<file path="src/rtl/arb_pkg.sv">
package arb_pkg;
  typedef enum logic [1:0] {
    ST_IDLE = 2'd0,
    ST_WAIT = 2'd1,
    ST_ACK  = 2'd2,
    ST_REL  = 2'd3
  } arb_state_e;
endpackage

</file>
<file path="src/rtl/arb_rr_pick.sv">
module arb_rr_pick #(
  parameter int N     = 3,
  parameter int IDX_W = 2
) (
  input  logic [N-1:0]     req_i,
  input  logic [IDX_W-1:0] ptr_i,
  output logic             valid_o,
  output logic [IDX_W-1:0] idx_o
);
  // scan from the farthest offset down so the nearest requester wins
  always_comb begin
    valid_o = 1'b0;
    idx_o   = '0;
    for (int k = N - 1; k >= 0; k--) begin
      int j;
      j = (int'(ptr_i) + k) % N;
      if (req_i[j]) begin
        valid_o = 1'b1;
        idx_o   = IDX_W'(j);
      end
    end
  end
endmodule

</file>
<file path="src/rtl/arb_width_steer.sv">
module arb_width_steer #(
  parameter int          N_CPU     = 3,
  parameter int          ADDR_W    = 16,
  parameter int          DATA_W    = 16,
  parameter int          OWN_W     = 2,
  parameter logic [31:0] WIDE_MASK = 32'h1
) (
  input  logic                    clk_i,
  input  logic                    rst_ni,
  input  logic                    owner_valid_i,
  input  logic [OWN_W-1:0]        owner_i,
  input  logic [N_CPU*ADDR_W-1:0] m_addr_i,
  input  logic [N_CPU*DATA_W-1:0] m_wdata_i,
  input  logic [N_CPU-1:0]        m_we_i,
  output logic [N_CPU*DATA_W-1:0] m_rdata_o,
  input  logic [ADDR_W-1:0]       dma_addr_i,
  input  logic [DATA_W-1:0]       dma_wdata_i,
  input  logic                    dma_we_i,
  output logic [DATA_W-1:0]       dma_rdata_o,
  input  logic [DATA_W-1:0]       bus_rdata_i,
  output logic                    bus_valid_o,
  output logic [ADDR_W-1:0]       bus_addr_o,
  output logic [DATA_W-1:0]       bus_wdata_o,
  output logic                    bus_we_o,
  output logic [1:0]              bus_be_o
);
  localparam int HALF = DATA_W / 2;
  localparam logic [OWN_W-1:0] DMA_ID = OWN_W'(N_CPU);

  logic [1:0]        m_be  [N_CPU];
  logic [DATA_W-1:0] m_bwd [N_CPU];

  for (genvar i = 0; i < N_CPU; i++) begin : g_lane
    logic [ADDR_W-1:0] a;
    logic [DATA_W-1:0] wd;
    assign a  = m_addr_i[i*ADDR_W +: ADDR_W];
    assign wd = m_wdata_i[i*DATA_W +: DATA_W];
    if (WIDE_MASK[i]) begin : g_wide
      assign m_be[i]  = 2'b11;
      assign m_bwd[i] = wd;
      assign m_rdata_o[i*DATA_W +: DATA_W] = bus_rdata_i;
    end else begin : g_narrow
      logic unused_hi;
      assign unused_hi = ^wd[DATA_W-1:HALF];
      assign m_be[i]  = a[0] ? 2'b10 : 2'b01;
      assign m_bwd[i] = {wd[HALF-1:0], wd[HALF-1:0]};
      assign m_rdata_o[i*DATA_W +: DATA_W] =
        {{HALF{1'b0}}, (a[0] ? bus_rdata_i[DATA_W-1:HALF] : bus_rdata_i[HALF-1:0])};
    end
  end

  assign dma_rdata_o = bus_rdata_i;
  assign bus_valid_o = owner_valid_i;

  always_comb begin
    bus_addr_o  = '0;
    bus_wdata_o = '0;
    bus_we_o    = 1'b0;
    bus_be_o    = 2'b00;
    if (owner_valid_i) begin
      if (owner_i == DMA_ID) begin
        bus_addr_o  = dma_addr_i;
        bus_wdata_o = dma_wdata_i;
        bus_we_o    = dma_we_i;
        bus_be_o    = 2'b11;
      end else begin
        for (int i = 0; i < N_CPU; i++) begin
          if (owner_i == OWN_W'(i)) begin
            bus_addr_o  = m_addr_i[i*ADDR_W +: ADDR_W];
            bus_wdata_o = m_bwd[i];
            bus_we_o    = m_we_i[i];
            bus_be_o    = m_be[i];
          end
        end
      end
    end
  end

  p_lane_driven_r8: assert property (@(posedge clk_i) disable iff (!rst_ni)
    bus_valid_o |-> (bus_be_o != 2'b00));
  p_idle_quiet_r2: assert property (@(posedge clk_i) disable iff (!rst_ni)
    !bus_valid_o |-> (bus_be_o == 2'b00 && !bus_we_o));
endmodule

</file>
<file path="src/rtl/arb_irq_latch.sv">
module arb_irq_latch #(
  parameter int N_IRQ = 4
) (
  input  logic             clk_i,
  input  logic             rst_ni,
  input  logic [N_IRQ-1:0] irq_i,
  input  logic [N_IRQ-1:0] clr_i,
  output logic [N_IRQ-1:0] pend_o
);
  logic [N_IRQ-1:0] pend_q;

  // a set in the same cycle as a clear wins
  always_ff @(posedge clk_i or negedge rst_ni) begin
    if (!rst_ni) pend_q <= '0;
    else         pend_q <= (pend_q & ~clr_i) | irq_i;
  end

  assign pend_o = pend_q;

  for (genvar k = 0; k < N_IRQ; k++) begin : g_chk
    p_pend_sticky_r10: assert property (@(posedge clk_i) disable iff (!rst_ni)
      (pend_q[k] && !clr_i[k]) |=> pend_q[k]);
    p_pend_set_r10: assert property (@(posedge clk_i) disable iff (!rst_ni)
      irq_i[k] |=> pend_q[k]);
  end
endmodule

</file>
<file path="src/rtl/bus_arbiter.sv">
module bus_arbiter
  import arb_pkg::*;
#(
  parameter int          N_CPU       = 3,
  parameter int          ADDR_W      = 16,
  parameter int          DATA_W      = 16,
  parameter int          N_IRQ       = 4,
  parameter int          ACK_TIMEOUT = 16,
  parameter logic [31:0] WIDE_MASK   = 32'h1
) (
  input  logic                    clk_i,
  input  logic                    rst_ni,
  input  logic [N_CPU-1:0]        req_i,
  output logic [N_CPU-1:0]        gnt_o,
  input  logic                    dma_req_i,
  output logic                    dma_gnt_o,
  input  logic [N_CPU*ADDR_W-1:0] m_addr_i,
  input  logic [N_CPU*DATA_W-1:0] m_wdata_i,
  input  logic [N_CPU-1:0]        m_we_i,
  output logic [N_CPU*DATA_W-1:0] m_rdata_o,
  input  logic [ADDR_W-1:0]       dma_addr_i,
  input  logic [DATA_W-1:0]       dma_wdata_i,
  input  logic                    dma_we_i,
  output logic [DATA_W-1:0]       dma_rdata_o,
  output logic                    bus_valid_o,
  output logic [ADDR_W-1:0]       bus_addr_o,
  output logic [DATA_W-1:0]       bus_wdata_o,
  output logic                    bus_we_o,
  output logic [1:0]              bus_be_o,
  input  logic [DATA_W-1:0]       bus_rdata_i,
  input  logic                    ack_i,
  output logic [N_CPU-1:0]        berr_o,
  input  logic [N_IRQ-1:0]        irq_i,
  input  logic [N_IRQ-1:0]        irq_clr_i,
  output logic [N_IRQ-1:0]        irq_pend_o
);
  localparam int OWN_W = $clog2(N_CPU + 1);
  localparam int TMR_W = $clog2(ACK_TIMEOUT + 1);
  localparam logic [OWN_W-1:0] DMA_ID   = OWN_W'(N_CPU);
  localparam logic [TMR_W-1:0] TMR_LAST = TMR_W'(ACK_TIMEOUT - 1);

  arb_state_e       state_q, state_d;
  logic [OWN_W-1:0] owner_q, owner_d, ptr_q, ptr_d, next_ptr, pick_idx;
  logic [TMR_W-1:0] tmr_q, tmr_d;
  logic [N_CPU-1:0] berr_q, berr_d;
  logic             pick_valid, busy, owner_is_cpu, owner_req;

  arb_rr_pick #(.N(N_CPU), .IDX_W(OWN_W)) u_pick (
    .req_i   (req_i),
    .ptr_i   (ptr_q),
    .valid_o (pick_valid),
    .idx_o   (pick_idx)
  );

  assign busy         = (state_q != ST_IDLE);
  assign owner_is_cpu = (owner_q != DMA_ID);
  assign next_ptr     = (owner_q == OWN_W'(N_CPU - 1)) ? '0 : owner_q + 1'b1;

  always_comb begin
    owner_req = dma_req_i;
    for (int i = 0; i < N_CPU; i++)
      if (owner_q == OWN_W'(i)) owner_req = req_i[i];
  end

  always_comb begin
    state_d = state_q;
    owner_d = owner_q;
    ptr_d   = ptr_q;
    tmr_d   = tmr_q;
    berr_d  = '0;
    unique case (state_q)
      ST_IDLE: begin
        tmr_d = '0;
        if (!ack_i) begin
          if (dma_req_i) begin
            state_d = ST_WAIT;
            owner_d = DMA_ID;
          end else if (pick_valid) begin
            state_d = ST_WAIT;
            owner_d = pick_idx;
          end
        end
      end
      ST_WAIT: begin
        if (ack_i) begin
          state_d = ST_ACK;
        end else if (tmr_q == TMR_LAST) begin
          state_d = ST_IDLE;
          if (owner_is_cpu) begin
            ptr_d = next_ptr;
            for (int i = 0; i < N_CPU; i++)
              if (owner_q == OWN_W'(i)) berr_d[i] = 1'b1;
          end
        end else begin
          tmr_d = tmr_q + 1'b1;
        end
      end
      ST_ACK: if (!ack_i) state_d = ST_REL;
      ST_REL: begin
        if (!owner_req) begin
          state_d = ST_IDLE;
          if (owner_is_cpu) ptr_d = next_ptr;
        end
      end
      default: state_d = ST_IDLE;
    endcase
  end

  always_ff @(posedge clk_i or negedge rst_ni) begin
    if (!rst_ni) begin
      state_q <= ST_IDLE;
      owner_q <= '0;
      ptr_q   <= '0;
      tmr_q   <= '0;
      berr_q  <= '0;
    end else begin
      state_q <= state_d;
      owner_q <= owner_d;
      ptr_q   <= ptr_d;
      tmr_q   <= tmr_d;
      berr_q  <= berr_d;
    end
  end

  for (genvar i = 0; i < N_CPU; i++) begin : g_gnt
    assign gnt_o[i] = busy && (owner_q == OWN_W'(i));
  end
  assign dma_gnt_o = busy && (owner_q == DMA_ID);
  assign berr_o    = berr_q;

  arb_width_steer #(
    .N_CPU(N_CPU), .ADDR_W(ADDR_W), .DATA_W(DATA_W),
    .OWN_W(OWN_W), .WIDE_MASK(WIDE_MASK)
  ) u_steer (
    .clk_i         (clk_i),
    .rst_ni        (rst_ni),
    .owner_valid_i (busy),
    .owner_i       (owner_q),
    .m_addr_i      (m_addr_i),
    .m_wdata_i     (m_wdata_i),
    .m_we_i        (m_we_i),
    .m_rdata_o     (m_rdata_o),
    .dma_addr_i    (dma_addr_i),
    .dma_wdata_i   (dma_wdata_i),
    .dma_we_i      (dma_we_i),
    .dma_rdata_o   (dma_rdata_o),
    .bus_rdata_i   (bus_rdata_i),
    .bus_valid_o   (bus_valid_o),
    .bus_addr_o    (bus_addr_o),
    .bus_wdata_o   (bus_wdata_o),
    .bus_we_o      (bus_we_o),
    .bus_be_o      (bus_be_o)
  );

  arb_irq_latch #(.N_IRQ(N_IRQ)) u_irq (
    .clk_i  (clk_i),
    .rst_ni (rst_ni),
    .irq_i  (irq_i),
    .clr_i  (irq_clr_i),
    .pend_o (irq_pend_o)
  );

  p_onehot_grant_r2: assert property (@(posedge clk_i) disable iff (!rst_ni)
    $onehot0({dma_gnt_o, gnt_o}));
  p_valid_grant_r2: assert property (@(posedge clk_i) disable iff (!rst_ni)
    bus_valid_o == (|{dma_gnt_o, gnt_o}));
  p_hold_in_ack_r6: assert property (@(posedge clk_i) disable iff (!rst_ni)
    ((|{dma_gnt_o, gnt_o}) && ack_i) |=> ({dma_gnt_o, gnt_o} == $past({dma_gnt_o, gnt_o})));
  p_hold_until_req_r6: assert property (@(posedge clk_i) disable iff (!rst_ni)
    (state_q == ST_REL && owner_req) |=> ({dma_gnt_o, gnt_o} == $past({dma_gnt_o, gnt_o})));
  p_dma_first_r4: assert property (@(posedge clk_i) disable iff (!rst_ni)
    (state_q == ST_IDLE && !ack_i && dma_req_i) |=> dma_gnt_o);
  p_berr_after_grant_r7: assert property (@(posedge clk_i) disable iff (!rst_ni)
    (|berr_o) |-> ($past(|gnt_o) && !(|gnt_o)));
  p_wait_bound_r7: assert property (@(posedge clk_i) disable iff (!rst_ni)
    (state_q == ST_WAIT) |-> (tmr_q <= TMR_LAST));
endmodule

</file>
<file path="config.mk">
export PLATFORM = sky130hd
export DESIGN_NAME = bus_arbiter
export DESIGN_NICKNAME = d
export VERILOG_FILES = /design/src/rtl/arb_pkg.sv /design/src/rtl/arb_rr_pick.sv /design/src/rtl/arb_width_steer.sv /design/src/rtl/arb_irq_latch.sv /design/src/rtl/bus_arbiter.sv
export SDC_FILE = /design/constraint.sdc
export NUM_CORES = 1
export LEC_CHECK = 0
export BUFFER_PORTS_ARGS = -buffer_cell sky130_fd_sc_hd__buf_2
export CORE_MARGIN = 2
export CORE_UTILIZATION = 25
export CTS_CLUSTER_SIZE = 14
export DETAILED_ROUTE_END_ITERATION = 6
export GPL_TIMING_DRIVEN = 1
export PLACE_DENSITY = 0.59
export SYNTH_ARGS = -nofsm -noshare
export SYNTH_HDL_FRONTEND = slang
export SYNTH_SLANG_ARGS = --single-unit
</file>
<file path="constraint.sdc">
create_clock -name clk_i -period 1.7 [get_ports clk_i]
set_input_delay 0.255 -clock clk_i [delete_from_list [all_inputs] [get_ports clk_i]]
set_output_delay 0.255 -clock clk_i [all_outputs]
set_load 0.02 [all_outputs]
</file>
==> results_dict.tcl, run 1 <==
set metrics [dict create \
    result_of_the_run "finished with violations" \
    violations "negative setup slack" \
    drv.max_cap_violation_count 0 \
    grt_overflow_total 0 \
    worst_setup_path_start_kind "register" \
    rsz0062_at_grt "yes" \
    final_common_cell "sky130_fd_sc_hd__buf_2" \
    clock_skew_ns 0.00647 \
    fin_ws_ns -0.283 \
    antenna_cells 0 \
    antenna_violations_before_repair 1 \
    cts_made_buffers 3 \
    fp.dieW_um 108 \
    mapped_cells 268 \
    floorplan.io_pins 274 \
    power.clock.fraction 0.041 \
    setup_violations 40 \
    power.internal_uw 4390 \
    ctsRootBufferMaster "sky130_fd_sc_hd__clkbuf_8" \
    power.density_cell_area_nw_per_um2 1690 \
    wirelength_um 10400 \
    switching_power_uw 3290 \
    layout_cells_sized_above_1 0.777 \
    power_switching_share 0.429 \
    fp.coreArea_um2 10400 \
    timing.final.hold_violations 0 \
    peakVddDrop_v 0.000870 \
    timing.setup.critical_path_class "reg2out" \
    worstHoldPathType "in2reg" \
    starting_density_of_the_core 0.259 \
    path_max_fanout 8 \
    drc_errors 0 \
    placementRows 37 \
    fp.dieH_um 108 \
    postSynthAreaPerCell_um2 10.1 \
    seq_pwr_share 0.084 \
    track_usage 0.162 \
    final.setup.tns_ns -9.37 \
    place.port_buffers 241 \
    power.static_leakage_uw 0.00229 \
    vias_per_cell 4.68 \
    grt_pass1_wl_um 14900 \
    dpl.hpwl_um 8180 \
    num-fill-cells 1058 \
    cts.htree.levels 1 \
    vias 2960 \
    ctsLongestPathBuffers 2 \
    synth.cell_area_um2 2700 \
    maximum_number_of_pins_on_one_net_before_global_route_repair 31 \
    combinationalPowerShare 0.875 \
    nNetsFinal 667 \
    drtIter0Drc 141 \
    dieArea_um2 11700 \
    post_synthesis_sequential_area_ratio 0.167 \
    final.period_utilization 1.17 \
    number_of_enable_flip_flop_cells_after_synthesis 0 \
    ant_nets 0 \
    synthArstFlopShare 1.00 \
    register_bit_count_reported_by_yosys 18 \
    clock_latency_ns 0.26 \
    synthToLayoutAreaGrowth_pct 67.9 \
    first_global_vias 2935 \
    synth_warnings 0 \
    crit_path_end_kind "output port" \
    gpl.final_weighted_congestion 0.813 \
    postSynth.topFlopCell "sky130_fd_sc_hd__dfrtp_1" \
    max_freq_ghz 0.504 \
    drt_first_pass_iters 4 \
    min_period_ns 1.98 \
    cp_data_required_time_ns 1.44 \
    netlist-cell-type-count 44 \
    wl_per_cell_um 16.4 \
    post-place-ws_ns -0.0764 \
    slew_viol_final 0 \
    cts.reportedPaths.clkPinSlew_ns 0.07 \
    mostFrequentLayoutCells "sky130_fd_sc_hd__buf_2, sky130_fd_sc_hd__buf_6, sky130_fd_sc_hd__mux4_2, sky130_fd_sc_hd__and2_4, sky130_fd_sc_hd__buf_4" \
    numClockSinks 18 \
    crit_arrival_ns 1.73 \
    tritoncts "yes" \
]
stage by stage:
step                cell area, um2   util  total power [uW]  instances  hold WS, ns
floorplan                     2770      -              4070        283      -0.0406
global placement              3890  0.374              5430        616        0.209
detailed placement            3890  0.374              5490        616        0.215
CTS                           4440  0.426              7550        631        0.179
global route                  4540  0.436              8140        633        0.187
finish                        4540  0.436              7690        633        0.182
synthesized netlist by cell type, drive strengths merged, types with 2 or more instances:
cell type | number | area, um2
nand2 | 8 | 32.5
a21o | 6 | 45.0
nor2b | 2 | 12.5
mux2i | 3 | 30.0
a21oi | 7 | 35.0
and2 | 36 | 225
nand3 | 2 | 10.0
o21ai | 10 | 50.0
o22ai | 2 | 12.5
nor2 | 8 | 46.3
dfrtp | 18 | 450
mux4 | 34 | 766
buf | 58 | 428
nor3 | 5 | 25.0
mux2 | 16 | 180
clkbuf | 9 | 33.8
ha | 6 | 75.1
nand2b | 3 | 18.8
inv | 15 | 56.3
worst paths after layout:
check                           startpoint              end  slack (ns)  depth (start not counted)
max reg2reg                     owner_q[0]         ptr_q[0]       -0.17                          8
min                               irq_i[1]  u_irq.pend_o[1]        0.18                          2
max                             owner_q[0]  bus_wdata_o[13]       -0.28                          5
min in group asynchronous           rst_ni         ptr_q[1]        0.46                          2
max in group asynchronous           rst_ni       owner_q[1]        0.93                          2
min reg2reg                u_irq.pend_o[0]  u_irq.pend_o[0]        0.47                          1
sequential cells by signal, indices dropped and copies added, names as in the netlist, named ones only:
| register | cells |
|---|---|
| owner_q | 2 |
| ptr_q | 2 |
| berr_o | 3 |
| u_irq.pend_o | 4 |
| tmr_q | 5 |
| state_q | 1 |
cells by family (layout without fill, tap and decap cells):
| logic type | Yosys count | count (layout) | synth area share |
|---|---|---|---|
| buffers and inverters | 82 | 296 | 0.192 |
| other | 1 | 16 | 0.00139 |
| muxes | 53 | 53 | 0.361 |
| DFF | 18 | 18 | 0.167 |
| AOI/OAI and AO/OA | 38 | 38 | 0.0987 |
| and+or+nand+nor | 70 | 70 | 0.152 |
| adders and majority gates | 6 | 6 | 0.0278 |
worst max-delay path: stages (launching register included):
cell and delay (ns):
sky130_fd_sc_hd__dfrtp_2 0.41, sky130_fd_sc_hd__buf_6 0.14, sky130_fd_sc_hd__buf_16 0.14, sky130_fd_sc_hd__mux4_2 0.50, sky130_fd_sc_hd__and2_4 0.15, sky130_fd_sc_hd__buf_6 0.12
repair_timing:
action                                  in CTS  in global routing
hold endpoints to repair                    18                  0
endpoints found under the setup margin      41                 51
pin swaps                                   31                  7
setup buffers                                7                  4
gates resized for setup                    120                 24
gates cloned                                 3                  0
hold buffers                                 1                  0
power by group through the flow:
stage / registers, uW / logic [uW] / clock network (uW)
after floorplan: 594 / 3470 / 0
after global placement: 634 / 4790 / 0
after detailed placement: 640 / 4850 / 0
after CTS: 642 / 6590 / 321
after global routing: 662 / 7140 / 335
final: 646 / 6730 / 314
per-layer routing:
metal,vias up,GRT usage,part of all wire
li1,1370,-,-
met1,1431,0.208,0.39
met2,153,0.294,0.53
met3,6,0.0217,0.078
met4,0,0.0238,0.0053
met5,-,0,0
final cells by class:
type / count / area [um2] / share of cell area
inverter: 15 / 60.1 / 0.0132
sequential: 18 / 453 / 0.0998
tap: 136 / 170 / 0.0375
multi-input combinational: 183 / 1990 / 0.440
clock buffer: 4 / 45.0 / 0.00993
timing repair buffer: 277 / 1810 / 0.400
Note: power is estimated with default switching activity, not from simulation.
==> run 2: changes to the inputs <==
--- a/config.mk
+++ b/config.mk
@@ -11,7 +11,7 @@
 export CTS_CLUSTER_SIZE = 14
 export DETAILED_ROUTE_END_ITERATION = 6
 export GPL_TIMING_DRIVEN = 1
-export PLACE_DENSITY = 0.59
+export PLACE_DENSITY = 0.69
 export SYNTH_ARGS = -nofsm -noshare
 export SYNTH_HDL_FRONTEND = slang
 export SYNTH_SLANG_ARGS = --single-unit
==> results_dict.tcl, run 2 (synthesis results as in run 1) <==
set metrics [dict create \
    critical_path.reg2reg.endpoint "owner_q[1]" \
    wl_per_cell_um 17.3 \
    mostFrequentLayoutCells "sky130_fd_sc_hd__buf_2, sky130_fd_sc_hd__mux4_2, sky130_fd_sc_hd__buf_6, sky130_fd_sc_hd__buf_4, sky130_fd_sc_hd__and2_4" \
    num-fill-cells 1014 \
    setup_violations 35 \
    cts_made_buffers 3 \
    final_common_cell "sky130_fd_sc_hd__buf_2" \
    hp-start "irq_i[3]" \
    top_register "tmr_q" \
    worst_path_bufs_invs 3 \
    crit_arrival_ns 1.76 \
    drt_first_pass_iters 4 \
    timing.final.hold_violations 0 \
    min_delay_worst_endpoint "u_irq.pend_o[3]" \
    synthToLayoutAreaGrowth_pct 65.1 \
    power.clock.fraction 0.047 \
    layout_cells_sized_above_1 0.762 \
    final.setup.tns_ns -9.34 \
    fp.dieH_um 108 \
    grt_pass1_wl_um 15400 \
    drtIter0Drc 136 \
    cp_data_required_time_ns 1.44 \
    post-place-ws_ns -0.0836 \
    cts.htree.levels 1 \
    fp.dieW_um 108 \
    tritoncts "yes" \
    power_switching_share 0.439 \
    timing.critical_path.slowest_cell_delay_ns 0.50 \
    critical_path.slowest_cell "sky130_fd_sc_hd__mux4_2" \
    wirelength_um 10900 \
    ctsLongestPathBuffers 2 \
    place.port_buffers 241 \
    clock_skew_ns 0.00129 \
    switching_power_uw 3280 \
    ant_nets 0 \
    fin_ws_ns -0.315 \
    violations "negative setup slack" \
    p_total_uw 7470 \
    slew_viol_final 0 \
    floorplan.io_pins 274 \
    drc_errors 0 \
    worst_setup_path_start_kind "register" \
    first_global_vias 2940 \
    post-route-util 0.428 \
    seq_pwr_share 0.090 \
    maximum_number_of_pins_on_one_net_before_global_route_repair 27 \
    dieArea_um2 11700 \
    nNetsFinal 666 \
    final.hold.worst_slack_ns 0.174 \
    path_max_fanout 8 \
    power.internal_uw 4190 \
    cts.reportedPaths.clkPinSlew_ns 0.07 \
    critical-path-top-delay-family "multiplexers" \
    gpl.final_weighted_congestion 0.781 \
    r2r.worst_path.cells 6 \
    track_usage 0.172 \
    worst_hold_path.num_cells 2 \
    placementRows 37 \
    clock_latency_ns 0.25 \
    timing.rr.start "ptr_q[1]" \
    power.static_leakage_uw 0.00227 \
    numClockSinks 18 \
    starting_density_of_the_core 0.259 \
    fp.coreArea_um2 10400 \
    vias_per_cell 4.71 \
    timing.setup.critical_path_class "reg2out" \
    combinationalPowerShare 0.863 \
    dpl.hpwl_um 8600 \
    max_freq_ghz 0.496 \
    power.density_cell_area_nw_per_um2 1670 \
    result_of_the_run "finished with violations" \
    drv.max_cap_violation_count 0 \
    ctsRootBufferMaster "sky130_fd_sc_hd__clkbuf_8" \
    worst-r2r-setup-slack_ns -0.01 \
    grt_overflow_total 0 \
    final.period_utilization 1.19 \
    worstHoldPathType "in2reg" \
    crit_path_end_kind "output port" \
    vias 2981 \
    largest_reg_flops 5 \
    cp_cell_sequence "buf_12 -> buf_16 -> mux4_2 -> and2_4 -> buf_6" \
    antenna_violations_before_repair 1 \
    rsz0062_at_grt "yes" \
    peakVddDrop_v 0.000987 \
    min_period_ns 2.01 \
]
==> run 2: cell count changes in the layout (fill, tap and decap cells not counted), sizes merged <==
cell,previous run,this run
buf,276,275
diode,0,1
==> run 2: cell type report <==
| class | count | area [um2] | share of cell area |
|---|---|---|---|
| diodes | 1 | 2.50 | 0.000561 |
| repair buffers | 276 | 1770 | 0.397 |
| inverters | 15 | 60.1 | 0.0135 |
| multi-input cells | 183 | 1950 | 0.437 |
| clock buffers | 4 | 55.1 | 0.0123 |
| well taps | 136 | 170 | 0.0381 |
| flip-flops and latches | 18 | 455 | 0.102 |
==> run 2: how the worst max path moves through the flow <==
stage | startpoint | end | slack [ns] | depth (start not counted)
CTS | owner_q[0] | bus_wdata_o[7] | -0.33 | 5
global route | owner_q[0] | bus_wdata_o[11] | -0.38 | 5
finish | owner_q[0] | bus_wdata_o[11] | -0.31 | 5
detailed placement | owner_q[0] | bus_addr_o[0] | -0.08 | 4
global placement | owner_q[0] | bus_addr_o[0] | -0.07 | 4
floorplan | ptr_q[0] | owner_q[1] | -0.02 | 8
==> run 2: through the flow <==
| stage | cell area [um2] | std cells |
|---|---|---|
| 5_1_grt | 4460 | 633 |
| 2_1_floorplan | 2770 | 283 |
| 6_report | 4460 | 633 |
| 3_3_place_gp | 3900 | 615 |
| 3_5_place_dp | 3900 | 615 |
| 4_1_cts | 4370 | 634 |
==> run 2: timing repair <==
| action | 4_1_cts | 5_1_grt |
|---|---|---|
| pin swaps | 15 | 9 |
| setup buffers | 9 | 1 |
| cloned | 5 | 0 |
| endpoints found under the hold margin | 18 | 0 |
| hold buffers | 1 | 0 |
| resized for setup | 65 | 42 |
| setup endpoints to repair | 43 | 47 |
==> run 2: metal layers <==
| layer | global-route usage | vias up | part of all wire |
|---|---|---|---|
| met5 | 0 | - | 0 |
| met4 | 0.0247 | 0 | 0.0081 |
| met3 | 0.0374 | 10 | 0.093 |
| met2 | 0.311 | 172 | 0.52 |
| met1 | 0.214 | 1428 | 0.37 |
| li1 | - | 1371 | - |
==> run 2: power groups by stage <==
stage          clock network [uW]  registers (uW)  logic, uW
6_report                      352             671       6440
5_1_grt                       390             687       6850
3_5_place_dp                    0             652       4890
3_3_place_gp                    0             648       4800
4_1_cts                       369             669       6160
2_1_floorplan                   0             594       3470
==> run 2: worst reg2reg max path, cell delays in order, from the launching register on <==
cell and delay, ns:
sky130_fd_sc_hd__dfrtp_1 0.42, sky130_fd_sc_hd__ha_4 0.31, sky130_fd_sc_hd__mux2i_1 0.21, sky130_fd_sc_hd__o22ai_2 0.13, sky130_fd_sc_hd__nor4_4 0.29, sky130_fd_sc_hd__nor3_2 0.08
sky130_fd_sc_hd__o32a_1 0.16
==> run 3: changes to the inputs <==
==> constraint.sdc (replaced) <==
create_clock -name clk_i -period 1.8 [get_ports clk_i]
set_input_delay 0.27 -clock clk_i [delete_from_list [all_inputs] [get_ports clk_i]]
set_output_delay 0.27 -clock clk_i [all_outputs]
set_load 0.02 [all_outputs]
==> results_dict.tcl, run 3 (synthesis results as in run 1) <==
set metrics [dict create \
    ctsRootBufferMaster "sky130_fd_sc_hd__clkbuf_8" \
    seq_pwr_share 0.081 \
    worst_hold_path.num_cells 2 \
    fp.dieH_um 108 \
    dieArea_um2 11700 \
    cts.reportedPaths.clkPinSlew_ns 0.07 \
    cts.htree.levels 1 \
    nNetsFinal 664 \
    wl_per_cell_um 16.5 \
    final.setup.tns_ns -5.49 \
    mostFrequentLayoutCells "sky130_fd_sc_hd__buf_2, sky130_fd_sc_hd__buf_6, sky130_fd_sc_hd__mux4_2, sky130_fd_sc_hd__and2_4" \
    gpl.final_weighted_congestion 0.802 \
    drtIter0Drc 223 \
    switching_power_uw 3190 \
    place.port_buffers 241 \
    combinationalPowerShare 0.874 \
    placementRows 37 \
    min_delay_worst_endpoint "u_irq.pend_o[3]" \
    r2r.worst_path.cells 8 \
    result_of_the_run "finished with violations" \
    worstHoldPathType "in2reg" \
    clock_skew_ns 0.00718 \
    setup_violations 38 \
    final_common_cell "sky130_fd_sc_hd__buf_2" \
    path_max_fanout 7 \
    vias_per_cell 4.70 \
    numClockSinks 18 \
    first_global_vias 2686 \
    clock_latency_ns 0.26 \
    max_freq_ghz 0.499 \
    drt_first_pass_iters 4 \
    p_total_uw 7600 \
    power.clock.fraction 0.045 \
    power_switching_share 0.420 \
    antenna_cells 0 \
    cp_data_required_time_ns 1.53 \
    maximum_number_of_pins_on_one_net_before_global_route_repair 31 \
    top_register "tmr_q" \
    starting_density_of_the_core 0.259 \
    violations "negative setup slack" \
    wirelength_um 10400 \
    post-route-cell-area_um2 4620 \
    dpl.hpwl_um 7950 \
    worst-r2r-setup-slack_ns -0.01 \
    placedInstanceArea_um2 3850 \
    drv.max_cap_violation_count 0 \
    power.density_cell_area_nw_per_um2 1650 \
    timing.rr.start "owner_q[0]" \
    power.internal_uw 4410 \
    post-route-util 0.443 \
    tritoncts "yes" \
    critical_path.reg2reg.endpoint "ptr_q[0]" \
    fp.coreArea_um2 10400 \
    timing.final.hold_violations 0 \
    min_period_ns 2.00 \
    timing.setup.critical_path_class "reg2out" \
    antenna_violations_before_repair 0 \
    power.static_leakage_uw 0.00233 \
    vias 2961 \
    synthToLayoutAreaGrowth_pct 71.0 \
    fp.dieW_um 108 \
    layout_cells_sized_above_1 0.789 \
    grt_overflow_total 0 \
    worst_setup_path_start_kind "register" \
    rsz0062_at_grt "yes" \
    fin_ws_ns -0.205 \
    ctsLongestPathBuffers 2 \
    largest_reg_flops 5 \
    peakVddDrop_v 0.000938 \
    slew_viol_final 0 \
    final.period_utilization 1.11 \
    crit_path_end_kind "output port" \
    ant_nets 0 \
    hp-start "irq_i[3]" \
    cts_made_buffers 3 \
    grt_pass1_wl_um 13300 \
    track_usage 0.144 \
    floorplan.io_pins 274 \
    drc_errors 0 \
    crit_arrival_ns 1.73 \
]
run 3: cell types whose count changed in the layout (fill, tap and decap cells not counted), moves of 3 or more:
| cell | delta |
|---|---|
| sky130_fd_sc_hd__nor2_2 | +3 |
| sky130_fd_sc_hd__buf_4 | -8 |
| sky130_fd_sc_hd__ha_2 | -5 |
| sky130_fd_sc_hd__buf_6 | +16 |
| sky130_fd_sc_hd__ha_1 | +3 |
| sky130_fd_sc_hd__and2_1 | -14 |
| sky130_fd_sc_hd__and2_4 | +14 |
| sky130_fd_sc_hd__clkbuf_16 | +3 |
| sky130_fd_sc_hd__buf_2 | -13 |
run 3: cell type report:
| cell class | count | area, um2 |
|---|---|---|
| Multi-Input combinational cell | 183 | 2000 |
| Inverter | 15 | 60.1 |
| Timing Repair Buffer | 274 | 1880 |
| Tap cell | 136 | 170 |
| Clock buffer | 4 | 55.1 |
| Fill cell | 983 | 5800 |
| Sequential cell | 18 | 455 |
run 3: layer usage:
layer  vias up  part of all wire  global-route usage
li1       1361                 -                   -
met1      1401              0.36               0.183
met2       185              0.53               0.257
met3        14             0.094              0.0217
met4         0             0.018              0.0339
met5         -                 0                   0
run 3: what timing repair did:
action,4_1_cts,5_1_grt
hold buffers,1,0
endpoints found under the hold margin,18,0
gates resized for setup,43,116
pin swaps,1,39
cloned,1,3
buffers inserted,2,7
endpoints found under the setup margin,34,45
run 3: stage by stage:
step | cells | hold WS, ns | setup slack [ns]
floorplan | 283 | -0.0256 | 0.0391
global placement | 612 | 0.223 | 0.0502
detailed placement | 612 | 0.226 | 0.0224
CTS | 620 | 0.186 | -0.239
global route | 630 | 0.184 | -0.245
finish | 630 | 0.190 | -0.205
run 3: worst max path at each step:
| stage | start | endpoint | slack, ns | cells past startpoint |
|---|---|---|---|---|
| floorplan | owner_q[0] | bus_addr_o[0] | 0.04 | 4 |
| global placement | owner_q[0] | bus_addr_o[5] | 0.05 | 4 |
| detailed placement | owner_q[0] | ptr_q[0] | 0.02 | 6 |
| CTS | owner_q[0] | bus_addr_o[10] | -0.24 | 5 |
| global route | owner_q[0] | bus_addr_o[9] | -0.24 | 5 |
| finish | owner_q[0] | bus_addr_o[9] | -0.20 | 5 |
run 3: power groups by stage:
stage | logic [uW] | clock network (uW) | registers (uW)
finish | 6640 | 339 | 618
global route | 7030 | 365 | 632
CTS | 5080 | 346 | 607
detailed placement | 4480 | 0 | 626
global placement | 4420 | 0 | 619
floorplan | 3250 | 0 | 561
run 3: critical path, cell delays in order, from the launching register on:
cell,delay [ns]
sky130_fd_sc_hd__dfrtp_2,0.37
sky130_fd_sc_hd__buf_12,0.15
sky130_fd_sc_hd__clkbuf_16,0.15
sky130_fd_sc_hd__mux4_2,0.50
sky130_fd_sc_hd__and2_4,0.16
sky130_fd_sc_hd__buf_6,0.12
